**src/rtl/rst_merge_pkg.sv**
```systemverilog
package rst_merge_pkg;
   localparam int NUM_CAUSE = 4;
   localparam int CAUSE_MAIN = 0;
   localparam int CAUSE_PCI  = 1;
   localparam int CAUSE_WDT  = 2;
   localparam int CAUSE_SW   = 3;

   typedef struct packed {
      logic sw;
      logic wdt;
      logic pci;
      logic main;
   } cause_t;
endpackage

```
**src/rtl/rst_sync_cell.sv**
```systemverilog
module rst_sync_cell #(
   parameter int STAGES = 2
) (
   input  logic clk,
   input  logic arst_n,
   output logic sync_n
);
   generate
      if (STAGES < 2) begin : g_bad
         $error("rst_sync_cell: STAGES must be at least 2");
      end
   endgenerate

   logic [STAGES-1:0] chain_q;

   always_ff @(posedge clk or negedge arst_n) begin
      if (!arst_n) chain_q <= '0;
      else         chain_q <= {chain_q[STAGES-2:0], 1'b1};
   end

   assign sync_n = chain_q[STAGES-1];

   assert_async_hold_R1: assert property (@(posedge clk) !arst_n |-> !sync_n);
endmodule

```
**src/rtl/rst_stretch.sv**
```systemverilog
module rst_stretch #(
   parameter int LEN = 16
) (
   input  logic clk,
   input  logic por_n,
   input  logic trig,
   output logic active
);
   localparam int CW = $clog2(LEN + 1);
   localparam logic [CW-1:0] LOAD = CW'(LEN);

   generate
      if (LEN < 1) begin : g_bad
         $error("rst_stretch: LEN must be at least 1");
      end
   endgenerate

   logic [CW-1:0] cnt_q;

   always_ff @(posedge clk or negedge por_n) begin
      if (!por_n)              cnt_q <= '0;
      else if (trig)           cnt_q <= LOAD;
      else if (cnt_q != '0)    cnt_q <= cnt_q - 1'b1;
   end

   assign active = (cnt_q != '0);

   assert_reload_R4: assert property (@(posedge clk) disable iff (!por_n)
      trig |=> cnt_q == LOAD);
   assert_countdown_R4: assert property (@(posedge clk) disable iff (!por_n)
      (active && !trig) |=> cnt_q == $past(cnt_q) - 1'b1);
endmodule

```
**src/rtl/strap_latch.sv**
```systemverilog
module strap_latch #(
   parameter int W = 1
) (
   input  logic         clk,
   input  logic         por_n,
   input  logic         cap,
   input  logic [W-1:0] d,
   output logic [W-1:0] q
);
   generate
      if (W < 1) begin : g_bad
         $error("strap_latch: W must be at least 1");
      end
   endgenerate

   always_ff @(posedge clk or negedge por_n) begin
      if (!por_n)   q <= '0;
      else if (cap) q <= d;
   end

   assert_capture_R5: assert property (@(posedge clk) disable iff (!por_n)
      cap |=> q == $past(d));
   assert_hold_R5: assert property (@(posedge clk) disable iff (!por_n)
      !cap |=> $stable(q));
endmodule

```
**src/rtl/rst_merge_ctrl.sv**
```systemverilog
module rst_merge_ctrl #(
   parameter int STRAP_W     = 8,
   parameter int STRETCH_CYC = 16,
   parameter int SYNC_STAGES = 2,
   parameter int CTL_W       = 32,
   parameter int EN_BIT      = 22,
   parameter int SW_BIT      = 0
) (
   input  logic               clk,
   input  logic               por_n,
   input  logic               ext_rst_n,
   input  logic               pci_rst_n,
   input  logic               wdt_expire,
   input  logic               ctl_we,
   input  logic [CTL_W-1:0]   ctl_wdata,
   input  logic [STRAP_W-1:0] strap_in,
   input  logic               rst_out_strap,
   input  logic               req64_n,
   output logic               core_rst_n,
   output logic               ext_rst_out_n,
   output logic [STRAP_W-1:0] strap_q,
   output logic               bus64_q,
   output logic [3:0]         cause_q,
   output logic               order_err
);
   import rst_merge_pkg::*;

   localparam int NPIN = 2;
   localparam int IDX_MAIN = 0;
   localparam int IDX_PCI  = 1;

   generate
      if (EN_BIT >= CTL_W || SW_BIT >= CTL_W || EN_BIT == SW_BIT) begin : g_bad
         $error("rst_merge_ctrl: control bit positions out of range");
      end
   endgenerate

   // pin resets: immediate assert, retimed release
   logic [NPIN-1:0] pin_arst_n;
   logic [NPIN-1:0] pin_sync_n;
   assign pin_arst_n[IDX_MAIN] = ext_rst_n & por_n;
   assign pin_arst_n[IDX_PCI]  = pci_rst_n & por_n;

   for (genvar i = 0; i < NPIN; i++) begin : g_pin
      rst_sync_cell #(.STAGES(SYNC_STAGES)) i_sync (
         .clk    (clk),
         .arst_n (pin_arst_n[i]),
         .sync_n (pin_sync_n[i])
      );
   end

   // edge tracking of synchronized pin resets
   logic [NPIN-1:0] act_prev_q;
   logic [NPIN-1:0] pin_act, pin_fall, pin_rel;
   assign pin_act  = ~pin_sync_n;
   assign pin_fall = pin_act & ~act_prev_q;
   assign pin_rel  = pin_sync_n & act_prev_q;

   always_ff @(posedge clk or negedge por_n) begin
      if (!por_n) act_prev_q <= '1;
      else        act_prev_q <= pin_act;
   end

   // synchronous causes
   logic sw_pulse, stretch_trig, stretch_act;
   assign sw_pulse     = ctl_we & ctl_wdata[SW_BIT];
   assign stretch_trig = sw_pulse | wdt_expire;

   rst_stretch #(.LEN(STRETCH_CYC)) i_stretch (
      .clk    (clk),
      .por_n  (por_n),
      .trig   (stretch_trig),
      .active (stretch_act)
   );

   assign core_rst_n = por_n & pin_sync_n[IDX_MAIN] & pin_sync_n[IDX_PCI] & ~stretch_act;

   // strap capture
   logic [STRAP_W:0] main_cap_q;
   strap_latch #(.W(STRAP_W + 1)) i_main_straps (
      .clk   (clk),
      .por_n (por_n),
      .cap   (pin_rel[IDX_MAIN]),
      .d     ({rst_out_strap, strap_in}),
      .q     (main_cap_q)
   );
   assign strap_q = main_cap_q[STRAP_W-1:0];

   logic out_strap_q;
   assign out_strap_q = main_cap_q[STRAP_W];

   logic [0:0] b64_q;
   strap_latch #(.W(1)) i_pci_strap (
      .clk   (clk),
      .por_n (por_n),
      .cap   (pin_rel[IDX_PCI]),
      .d     (~req64_n),
      .q     (b64_q)
   );
   assign bus64_q = b64_q[0];

   // control enable bit
   logic out_en_q;
   always_ff @(posedge clk or negedge por_n) begin
      if (!por_n)      out_en_q <= 1'b0;
      else if (ctl_we) out_en_q <= ctl_wdata[EN_BIT];
   end

   assign ext_rst_out_n = core_rst_n & (out_en_q | out_strap_q);

   // sticky cause record
   cause_t cause_ev, cause_r;
   always_comb begin
      cause_ev      = '0;
      cause_ev.main = pin_fall[IDX_MAIN];
      cause_ev.pci  = pin_fall[IDX_PCI];
      cause_ev.wdt  = wdt_expire;
      cause_ev.sw   = sw_pulse;
   end

   always_ff @(posedge clk or negedge por_n) begin
      if (!por_n)              cause_r <= '0;
      else if (cause_ev != '0) cause_r <= cause_ev;
   end
   assign cause_q = cause_r;

   // release ordering check
   logic err_q;
   always_ff @(posedge clk or negedge por_n) begin
      if (!por_n)                                         err_q <= 1'b0;
      else if (pin_rel[IDX_PCI] && !pin_sync_n[IDX_MAIN]) err_q <= 1'b1;
   end
   assign order_err = err_q;

   logic wdata_unused;
   assign wdata_unused = ^ctl_wdata;

   assert_main_hold_R1: assert property (@(posedge clk) disable iff (!por_n)
      !ext_rst_n |-> (!core_rst_n && !ext_rst_out_n));
   assert_pci_hold_R3: assert property (@(posedge clk) disable iff (!por_n)
      !pci_rst_n |-> !core_rst_n);
   assert_trig_holds_R4: assert property (@(posedge clk) disable iff (!por_n)
      stretch_trig |=> !core_rst_n);
   assert_pci_only_R6: assert property (@(posedge clk) disable iff (!por_n)
      !pin_rel[IDX_PCI] |=> $stable(bus64_q));
   assert_out_gate_R8: assert property (@(posedge clk) disable iff (!por_n)
      !core_rst_n |-> !ext_rst_out_n);
   assert_err_sticky_R10: assert property (@(posedge clk) disable iff (!por_n)
      order_err |=> order_err);
endmodule

```
**config.mk**
```make
export PLATFORM = sky130hd
export DESIGN_NAME = rst_merge_ctrl
export DESIGN_NICKNAME = d
export VERILOG_FILES = /design/src/rtl/rst_merge_pkg.sv /design/src/rtl/rst_sync_cell.sv /design/src/rtl/rst_stretch.sv /design/src/rtl/strap_latch.sv /design/src/rtl/rst_merge_ctrl.sv
export SDC_FILE = /design/constraint.sdc
export NUM_CORES = 1
export LEC_CHECK = 0
export BUFFER_PORTS_ARGS = -buffer_cell sky130_fd_sc_hd__clkbuf_2
export CAP_MARGIN = 20
export CORE_MARGIN = 5
export CORE_UTILIZATION = 35
export CTS_CLUSTER_SIZE = 40
export DETAILED_ROUTE_END_ITERATION = 12
export PLACE_DENSITY = 0.69
export SLEW_MARGIN = 20
export SYNTH_ARGS = -nofsm -noshare
export SYNTH_HDL_FRONTEND = slang
export SYNTH_SLANG_ARGS = --single-unit
export TNS_END_PERCENT = 20
```
**constraint.sdc**
```tcl
create_clock -name clk -period 1.4 [get_ports clk]
set_input_delay 0.07 -clock clk [delete_from_list [all_inputs] [get_ports clk]]
set_output_delay 0.07 -clock clk [all_outputs]
set_load 0.01 [all_outputs]
```
Word-level counts from Yosys, hierarchy flattened
Cells that the tools add are included.

Word-level logic and storage cells: 35. Memory bits (read-only): 0. Bits in latches: 0. Memories: 0. Input port bits: 48. RAM bits: 0. Bits in registers: 27.

Equal/unequal tests: 0. $mul: 0. Muxes and demuxes: 2. Magnitude comparators: 0. Add/sub/neg operators: 1. Reductions and logical operators: 5. Bitwise logic cells: 15. Shift operators: 0. Div/mod/pow operators: 0.

Operators with widths (number): $mux 5 (2); $and 1x1->1 (7); $reduce_bool 5->1 (1); $sub 5x1->5 const B (1); $and 2x2->2 (2); $not 2->2 (2); $reduce_bool 4->1 (1); $not 1->1 (2); $or 1x1->1 (2); $reduce_bool 2->1 (1); $logic_and 1x1->1 (1); $logic_not 1->1 (1).

Logic depth before layout (Yosys ltp)
Gate-level depths: netlist (run 1).

Depth in word-level cells: 4. Gate-level depth with buffers: 5. Gate-level depth less buffers: 5.

Cells and area by module
A second synthesis (run 1) with hierarchy kept.

Cells, all modules: 82. Area total of the unflattened synthesis: 1126.1 um2.

By module, submodules not included: strap_latch (i_main_straps) (seq. area each 225.2 um2, cells each 19, times used 1, area each 371.6 um2); rst_merge_ctrl (seq. area each 202.7 um2, cells each 30, times used 1, area each 345.3 um2); rst_stretch (seq. area each 125.1 um2, cells each 25, times used 1, area each 261.5 um2); rst_sync_cell (seq. area each 50.0 um2, cells each 3, times used 2, area each 53.8 um2); strap_latch (i_pci_strap) (seq. area each 25.0 um2, cells each 2, times used 1, area each 40.0 um2).

Worst setup path before layout (run 1)
Ideal clock, no wire load.

Path type: register to output. From: register i_stretch.cnt_q[0]. To: output ext_rst_out_n. Stages on the path, launching flop included: 6. Arrival: 1.443 ns. Setup slack: -0.113 ns. Path through: dfrtp_1 > inv_1 > ha_1 > or4b_4 > nor2_4 > o21a_1.

Cells in the longest elaborated chain, start to end: 4.

RTL lines: from (decl) (RTL line rst_stretch.sv:18) `logic [CW-1:0] cnt_q;`; from (signal assigned) (RTL line rst_stretch.sv:23) `else if (cnt_q != '0) cnt_q <= cnt_q - 1'b1;`; $reduce_bool 5->1 (RTL line rst_stretch.sv:26) `assign active = (cnt_q != '0);`; $not 1->1 (RTL line rst_merge_ctrl.sv:76) `assign core_rst_n = por_n & pin_sync_n[IDX_MAIN] & pin_sync_n[IDX_PCI] & ~stretch_act;`; $and 1x1->1 (RTL line rst_merge_ctrl.sv:76); net core_rst_n (RTL line rst_merge_ctrl.sv:19) `output logic core_rst_n,`; $and 1x1->1 (RTL line rst_merge_ctrl.sv:109) `assign ext_rst_out_n = core_rst_n & (out_en_q | out_strap_q);`; to (decl) (RTL line rst_merge_ctrl.sv:20) `output logic ext_rst_out_n,`.

The timed path passes the listed nets, and every way through them passes these cells.

Worst setup path in the final report (run 1)
From: register i_stretch.cnt_q[1]. To: output ext_rst_out_n.

Cells in the longest elaborated chain, start to end: 4.

RTL lines (RTL line): $reduce_bool 5->1 (rst_stretch.sv:26); $not 1->1 (rst_merge_ctrl.sv:76); $and 1x1->1 (rst_merge_ctrl.sv:76); $and 1x1->1 (rst_merge_ctrl.sv:109).

No other way between the ends.

==> results of run 1 <==
state kept, by name, indices dropped and copies added (netlist names):
name and count:
g_pin.i_sync.chain_q 4, out_en_q 1, cause_q 4, i_pci_strap.q 1, order_err 1, i_main_straps.q 9
act_prev_q 2, i_stretch.cnt_q 5
worst reg2reg max path, cell delays in order, from the launching register on:
cell	delay (ps)
dfrtp_1	410
inv_1	70
ha_2	180
or4b_4	500
buf_4	180
nand2_1	50
nor3b_2	150
cells by family after synthesis:
group / share of synthesized area, %
multiplexers: 9.99
buffers and inverters: 7.10
other: 0.333
AND/OR/NAND/NOR: 12.8
AO/OA/AOI/OAI: 8.55
adder cells (fa/ha/maj): 1.11
flip-flops: 60.2
layout make-up:
| cell class | instances | area share (%) |
|---|---|---|
| clock buffers | 4 | 1.67 |
| inverters | 4 | 0.954 |
| multi-input cells | 51 | 24.2 |
| flip-flops and latches | 27 | 43.1 |
| well taps | 44 | 3.50 |
| repair buffers | 61 | 26.6 |
synthesized netlist by cell type:
cell type,instances
or4b_4,1
buf_4,8
o21bai_1,2
nor3b_2,1
a21oi_1,2
inv_1,4
and2_1,2
nand3b_1,1
nor2_1,2
o22ai_1,3
mux2_2,10
o21a_1,1
nand3_1,1
nand2_1,6
nor2_4,1
dfstp_2,2
nor3_1,1
ha_1,1
o21ai_0,5
nand2b_1,5
conb_1,1
clkbuf_2,1
dfrtp_1,25
or2b_1,1
and2b_1,1
a211oi_2,1
a21o_1,1
report_power, final:
part / total, mW / internal, mW / switching [mW] / leakage (nW)
combinational: 0.440 / 0.254 / 0.186 / 0.419
sequential: 0.917 / 0.868 / 0.0490 / 0.319
clock: 0.315 / 0.111 / 0.204 / 0.0150
total: 1.67 / 1.23 / 0.440 / 0.752
routing by layer:
metal	vias to the layer above	track usage, %
li1	408	-
met1	389	13.8
met5	-	0
met3	4	2.53
met2	22	18.9
met4	0	4.57
through the flow:
step	instance area, sq um	TNS, ps	setup WS [ps]	cells	hold WS, ps
3_5_place_dp	1340	-309	-144	166	-28.8
6_report	1570	-1230	-468	191	12.2
5_1_grt	1570	-1700	-583	191	15.8
4_1_cts	1540	-1230	-479	188	9.28
3_3_place_gp	1340	-82.6	-82.6	166	-36.2
2_1_floorplan	1130	-118	-86.2	91	-226
path summary, 6_finish.rpt:
kind                                                       from                                    to  slack, ps  cells after the start
max                              i_stretch.cnt_q[1]$_DFFE_PN0P_                         ext_rst_out_n       -470                      6
max in group asynchronous                                 por_n  g_pin[0].i_sync.chain_q[1]$_DFF_PN0_        730                      4
max reg2reg                      i_stretch.cnt_q[1]$_DFFE_PN0P_        i_stretch.cnt_q[0]$_DFFE_PN0P_       -200                      6
min reg2reg                g_pin[1].i_sync.chain_q[0]$_DFF_PN0_  g_pin[1].i_sync.chain_q[1]$_DFF_PN0_        370                      0
min                                                ctl_wdata[0]                cause_q[3]$_DFFE_PN0P_         10                      3
min in group asynchronous                             pci_rst_n  g_pin[1].i_sync.chain_q[0]$_DFF_PN0_        160                      3
what timing repair did:
action,in CTS,in global routing
hold buffers,15,1
setup buffers,3,2
hold endpoints to repair,37,1
setup endpoints to repair,4,5
resized for setup,1,5
pin swaps,1,2
==> run metrics, run 1 <==
CP Class reg2out; crit path max fanout 2; ant diodes 0; status finished with violations; maxcap violations 0; Lkg Pwr 0.752 nW; required time worst endpoint 1330 ps; fill count 277; CP delay by family, top simple AND/OR/NAND/NOR gates; hpwl dp 1.58 mm; 1st-pass router iterations 4; clk root buf clkbuf_4; Clock Skew 8.71 ps; overall power 1.67 mW; Core Footprint 0.00308 sq mm; Synth Cell Area 0.00113 sq mm; CTS tree done; Clock Path Buffers 2; Post-Syn Instances 90; crit end category output port; WL met2 1.15 mm; GPL Wtd Cong 0.828; Peak VDD IR 0.553 mV; Metal-1 WL 947 um; Slowest cell on crit path or4b_4; Hold Violations, Final 0; DRC viols 0; CTS H-tree depth 1; Slew Limit Fails 0; commonest non-fill, non-tap cell in the layout clkbuf_2; clk sink count 27; Arr. time, crit path 1800 ps; vias per cell 4.31; global-route wire length before repair 3.77 mm; CP peak stage delay 500 ps; ratio of cells with drive above 1 in the final layout 45.6%; die height 66.8 um; initial antenna violation count 0; register area share after synthesis 60.2%; syn avg cell area 12.5 sq um; failing checks setup timing; Worst-path clk slew 130 ps; area used by multi-input combinational logic 380 sq um; # rows 20; vias in the first global route 815; per-cell routed wire length 11.8 um; final worst slack -468 ps; I/O pins 64; Fmax 0.535 GHz; synth top area cells dfrtp_1 (55%), mux2_2 (10%), buf_4 (5.3%); met3 wire len 128 um; minimum clock period 1870 ps; worst min-delay path category in2reg; first-iteration detailed-routing DRC count 28; Num CTS Buffers 3; CP startpoint kind flop; count of cell types in the netlist 27; clk_lat worst skew 310 ps; top sig layer met4; # setup viols final 5; Pwr Density 1060 mW/mm^2; GR Overflow Total 0; most frequent cells in the layout clkbuf_2 (31), dfrtp_1 (25), dlygate4sd3_1 (16); Die Wd 66.8 um; full die area 0.00446 sq mm; GRT Resource Usage Total 11.2%; RSZ-0062 raised after global routing yes; Yosys top cell by area dfrtp_1; PortBufs 33; Area Overhead vs Synth 39.6%; via count 823; Seq cells post-synth 27; crit-path cells inv_1 > ha_2 > or4b_4 > nor2_4 > o21a_1 > buf_2; antenna viol nets, final 0; Yosys top cell area share 55.5%; largest net degree at the start of global routing 26; post-layout util 51.1%; period utilisation layout 133%; WP buf/inv 2; Storage cell area 678 sq um; Nets 197; Warnings, synthesis 0; starting density of the core 36.6%; Total Routed Length 2.26 mm
Power figures use the tool's default switching activity.
==> run 2: changes to the inputs <==
--- a/config.mk
+++ b/config.mk
@@ -6,12 +6,12 @@
 export NUM_CORES = 1
 export LEC_CHECK = 0
 export BUFFER_PORTS_ARGS = -buffer_cell sky130_fd_sc_hd__clkbuf_2
-export CAP_MARGIN = 20
+export CAP_MARGIN = 40
 export CORE_MARGIN = 5
-export CORE_UTILIZATION = 35
+export CORE_UTILIZATION = 30
 export CTS_CLUSTER_SIZE = 40
 export DETAILED_ROUTE_END_ITERATION = 12
-export PLACE_DENSITY = 0.69
+export PLACE_DENSITY = 0.6
 export SLEW_MARGIN = 20
 export SYNTH_ARGS = -nofsm -noshare
 export SYNTH_HDL_FRONTEND = slang
==> run metrics, run 2 (same netlist as run 1, synthesis figures left out) <==
status finished with violations; failing checks setup timing; vias in the first global route 879; Slew Limit Fails 0; global-route wire length before repair 3.80 mm; DRC viols 0; CP startpoint kind flop; GRT Resource Usage Total 9.07%; commonest non-fill, non-tap cell in the layout clkbuf_2; 1st-pass router iterations 4; CP peak stage delay 490 ps; die height 71.3 um; final worst slack -403 ps; required time worst endpoint 1330 ps; most frequent cells in the layout clkbuf_2 (31), dfrtp_1 (25), mux2_2 (10); Endpoint, Worst Hold cause_q[2]$_DFFE_PN0P_; GPL Wtd Cong 0.760; clk sink count 27; first-iteration detailed-routing DRC count 18; crit end category output port; Core Footprint 0.00366 sq mm; clk root buf clkbuf_8; initial antenna violation count 0; R2R setup slack -150 ps; Num CTS Buffers 3; # rows 22; Pwr Density 1200 mW/mm^2; Clock Skew 12.6 ps; post-layout util 40.0%; Worst-path clk slew 100 ps; Arr. time, crit path 1730 ps; # setup viols final 4; PortBufs 33; ratio of cells with drive above 1 in the final layout 50.8%; Top Registers i_main_straps.q x9, i_stretch.cnt_q x5; RSZ-0062 raised after global routing yes; CTS tree done; minimum clock period 1800 ps; starting density of the core 30.8%; Die Wd 71.3 um; hold path start wdt_expire; Slowest cell on crit path or4b_4; hold slack 13.3 ps; fill count 362; max reg flops 9; CTS H-tree depth 1; Reg with most FFs i_main_straps.q; vias per cell 4.36; largest net degree at the start of global routing 26; ant diodes 0; Setup TNS -989 ps; crit-path cells inv_2 > ha_4 > or4b_4 > nor2_4 > o21a_1 > buf_2; CP Class reg2out; antenna viol nets, final 0; Area Overhead vs Synth 30.0%; Worst R2R Path Depth 6; Clock Path Buffers 2; via count 784; clk_lat worst skew 270 ps; FF-to-FF Start i_stretch.cnt_q[0]$_DFFE_PN0P_; Lkg Pwr 0.694 nW; period utilisation layout 129%; maxcap violations 0; worst r2r dst i_stretch.cnt_q[0]$_DFFE_PN0P_; per-cell routed wire length 12.1 um; GR Overflow Total 0; full die area 0.00508 sq mm; worst min-delay path category in2reg; I/O pins 64; crit path max fanout 2; hpwl dp 1.61 mm; Hold Violations, Final 0; Fmax 0.555 GHz; Min-Delay Path Depth 2; Peak VDD IR 0.611 mV; Nets 182; Total Routed Length 2.17 mm
-- run 2: changes by cell type in the layout (fill, tap and decap cells not counted) --
cell / previous run / this run
dlygate4sd3_1: 16 / 4
clkbuf_4: 3 / 0
clkbuf_8: 0 / 3
buf_4: 11 / 9
inv_1: 4 / 2
inv_2: 0 / 2
buf_6: 1 / 0
clkbuf_1: 1 / 0
clkinvlp_4: 0 / 1
ha_2: 1 / 0
ha_4: 0 / 1
o21ai_0: 4 / 5
o21ai_1: 1 / 0
-- run 2: metrics by stage --
step           cells  power, mW  setup WS, ps  instance area (sq um)
5_1_grt          180       1.87          -465                   1470
4_1_cts          178       1.76          -394                   1450
6_report         180       1.75          -403                   1470
2_1_floorplan     91       1.16         -86.2                   1130
3_3_place_gp     169       1.26          -108                   1340
3_5_place_dp     169       1.28          -165                   1340
-- run 2: metal layers --
| metal | up-vias | track usage (%) | share of wire (%) |
|---|---|---|---|
| li1 | 375 | - | - |
| met1 | 392 | 10.1 | 42 |
| met2 | 15 | 17.1 | 54 |
| met3 | 2 | 2.38 | 4.1 |
| met4 | 0 | 1.88 | 0.28 |
| met5 | - | 0 | 0 |
-- run 2: cell type report --
class	instances	area [sq um]	share of cell area [%]
Clock inverter	1	7.51	0.512
Sequential cell	27	678	46.3
Tap cell	48	60.1	4.10
Clock buffer	3	41.3	2.82
Inverter	4	15.0	1.02
Timing Repair Buffer	46	273	18.6
Multi-Input combinational cell	51	390	26.6
-- run 2: worst max-delay path by stage --
stage	end	start	cells past startpoint	slack (ps)
2_1_floorplan	ext_rst_out_n	i_stretch.cnt_q[0]$_DFFE_PN0P_	5	-90
3_3_place_gp	ext_rst_out_n	i_stretch.cnt_q[1]$_DFFE_PN0P_	6	-110
3_5_place_dp	ext_rst_out_n	i_stretch.cnt_q[0]$_DFFE_PN0P_	6	-170
4_1_cts	ext_rst_out_n	i_stretch.cnt_q[0]$_DFFE_PN0P_	6	-390
5_1_grt	ext_rst_out_n	i_stretch.cnt_q[0]$_DFFE_PN0P_	6	-460
6_report	ext_rst_out_n	i_stretch.cnt_q[0]$_DFFE_PN0P_	6	-400
-- run 2: timing repair --
action / CTS / global route
pin swaps: 0 / 3
hold buffers: 4 / 0
setup endpoints to repair: 4 / 4
resized for setup: 4 / 3
setup buffers: 1 / 2
endpoints found under the hold margin: 26 / 0
-- run 2: power by group --
group | switching [mW] | internal (mW) | leakage, nW
clock network | 0.244 | 0.202 | 0.0217
registers | 0.0524 | 0.868 | 0.319
logic | 0.174 | 0.212 | 0.354
-- run 2: worst max-delay path: cells and delay by family (launching register included) --
family / cells / cell delay [ps]
DFF: 1 / 410
and+or+nand+nor: 2 / 610
buffers and inverters: 2 / 200
adders and majority gates: 1 / 130
AOI/OAI and AO/OA: 1 / 110
==> run 3: changes to the inputs <==
--- a/config.mk
+++ b/config.mk
@@ -12,6 +12,7 @@
 export CTS_CLUSTER_SIZE = 40
 export DETAILED_ROUTE_END_ITERATION = 12
 export PLACE_DENSITY = 0.6
+export SETUP_SLACK_MARGIN = 0.3
 export SLEW_MARGIN = 20
 export SYNTH_ARGS = -nofsm -noshare
 export SYNTH_HDL_FRONTEND = slang
==> constraint.sdc (replaced) <==
create_clock -name clk -period 1.4 [get_ports clk]
set_input_delay 0.07 -clock clk [delete_from_list [all_inputs] [get_ports clk]]
set_output_delay 0.07 -clock clk [all_outputs]
set_load 0.005 [all_outputs]
==> run metrics, run 3 (same netlist as run 1, synthesis figures left out) <==
# setup viols final 4; dpl cell area 0.00133 sq mm; crit-path cells inv_2 > ha_4 > or4b_4 > nor2_4 > o21a_1 > clkbuf_2; failing checks setup timing; Slowest cell on crit path or4b_4; GRT Resource Usage Total 9.18%; hold path start wdt_expire; Setup TNS -1200 ps; WP buf/inv 2; Nets 183; vias per cell 4.35; FF-to-FF Start i_stretch.cnt_q[0]$_DFFE_PN0P_; DRC viols 0; largest net degree at the start of global routing 26; crit path max fanout 3; full die area 0.00508 sq mm; commonest non-fill, non-tap cell in the layout clkbuf_2; Worst-path clk slew 90 ps; via count 788; Clock Skew 3.59 ps; Lkg Pwr 0.756 nW; Die Wd 71.3 um; max reg flops 9; Critical Path Start i_stretch.cnt_q[0]$_DFFE_PN0P_; clk_lat worst skew 270 ps; required time worst endpoint 1330 ps; status finished with violations; Clock Path Buffers 2; CP Class reg2out; initial antenna violation count 0; most frequent cells in the layout clkbuf_2 (33), dfrtp_1 (24), mux2_4 (9); Total Routed Length 2.27 mm; vias in the first global route 870; 1st-pass router iterations 4; ant diodes 0; crit end category output port; clk root buf clkbuf_8; CP delay by family, top simple AND/OR/NAND/NOR gates; period utilisation layout 129%; Slew Limit Fails 0; per-cell routed wire length 12.5 um; R2R setup slack -260 ps; Top Registers i_main_straps.q x9, i_stretch.cnt_q x5; clk sink count 27; CTS tree done; hpwl dp 1.69 mm; final worst slack -403 ps; Peak VDD IR 0.593 mV; minimum clock period 1800 ps; Pwr Density 1160 mW/mm^2; antenna viol nets, final 0; worst r2r dst i_stretch.cnt_q[0]$_DFFE_PN0P_; Worst R2R Path Depth 7; die height 71.3 um; CP peak stage delay 490 ps; Endpoint, Worst Hold cause_q[2]$_DFFE_PN0P_; worst min-delay path category in2reg; RSZ-0062 raised after global routing yes; Arr. time, crit path 1730 ps; GPL Wtd Cong 0.766; Core Footprint 0.00366 sq mm; PortBufs 33; global-route wire length before repair 3.75 mm; starting density of the core 30.8%; Num CTS Buffers 3; maxcap violations 0; CP startpoint kind flop; ratio of cells with drive above 1 in the final layout 54.1%; Hold Violations, Final 0; first-iteration detailed-routing DRC count 6; I/O pins 64; Fmax 0.555 GHz; cell area after layout 0.00155 sq mm; # rows 22; Min-Delay Path Depth 2; Reg with most FFs i_main_straps.q; CTS H-tree depth 1; Area Overhead vs Synth 37.7%; GR Overflow Total 0
==> run 3: report_power, final <==
group,leakage (nW),internal (mW),switching [mW]
Clock,0.0255,0.199,0.236
Sequential,0.317,0.869,0.0626
Combinational,0.413,0.263,0.175
==> run 3: worst max-delay path by stage <==
stage	endpoint	slack (ps)	cells after the start
after detailed placement	ext_rst_out_n	-140	6
after CTS	ext_rst_out_n	-380	6
final	ext_rst_out_n	-400	6
after global placement	ext_rst_out_n	-90	6
after global routing	ext_rst_out_n	-440	6
after floorplan	ext_rst_out_n	-20	5
==> run 3: metrics by stage <==
stage | utilization (%) | hold WS [ps] | std cells | total power [mW] | setup slack (ps)
floorplan | - | -226 | 91 | 1.14 | -23.0
global placement | 36.4 | -37.5 | 168 | 1.23 | -88.3
detailed placement | 36.4 | -31.3 | 168 | 1.26 | -144
CTS | 40.7 | 25.1 | 177 | 1.76 | -380
global route | 42.4 | 13.8 | 181 | 1.91 | -443
finish | 42.4 | 27.0 | 181 | 1.81 | -403
==> run 3: routing by layer <==
| layer | GRT usage (%) | routed length, um |
|---|---|---|
| met1 | 10.2 | 953 |
| met2 | 16.4 | 1170 |
| met3 | 2.95 | 121 |
| met4 | 3.13 | 23 |
| met5 | 0 | 0 |
==> run 3: area by class of cell <==
class / count / area, sq um
flip-flops and latches: 27 / 679
clock inverters: 1 / 5.00
fillers: 364 / 2110
inverters: 4 / 15.0
repair buffers: 47 / 288
multi-input cells: 51 / 464
well taps: 48 / 60.1
clock buffers: 3 / 41.3
==> run 3: repair_timing <==
| action | in CTS | in global routing |
|---|---|---|
| pin swaps | 1 | 7 |
| hold buffers | 4 | 0 |
| hold endpoints to repair | 26 | 0 |
| setup endpoints to repair | 15 | 17 |
| setup buffers | 1 | 4 |
| gates resized for setup | 17 | 8 |
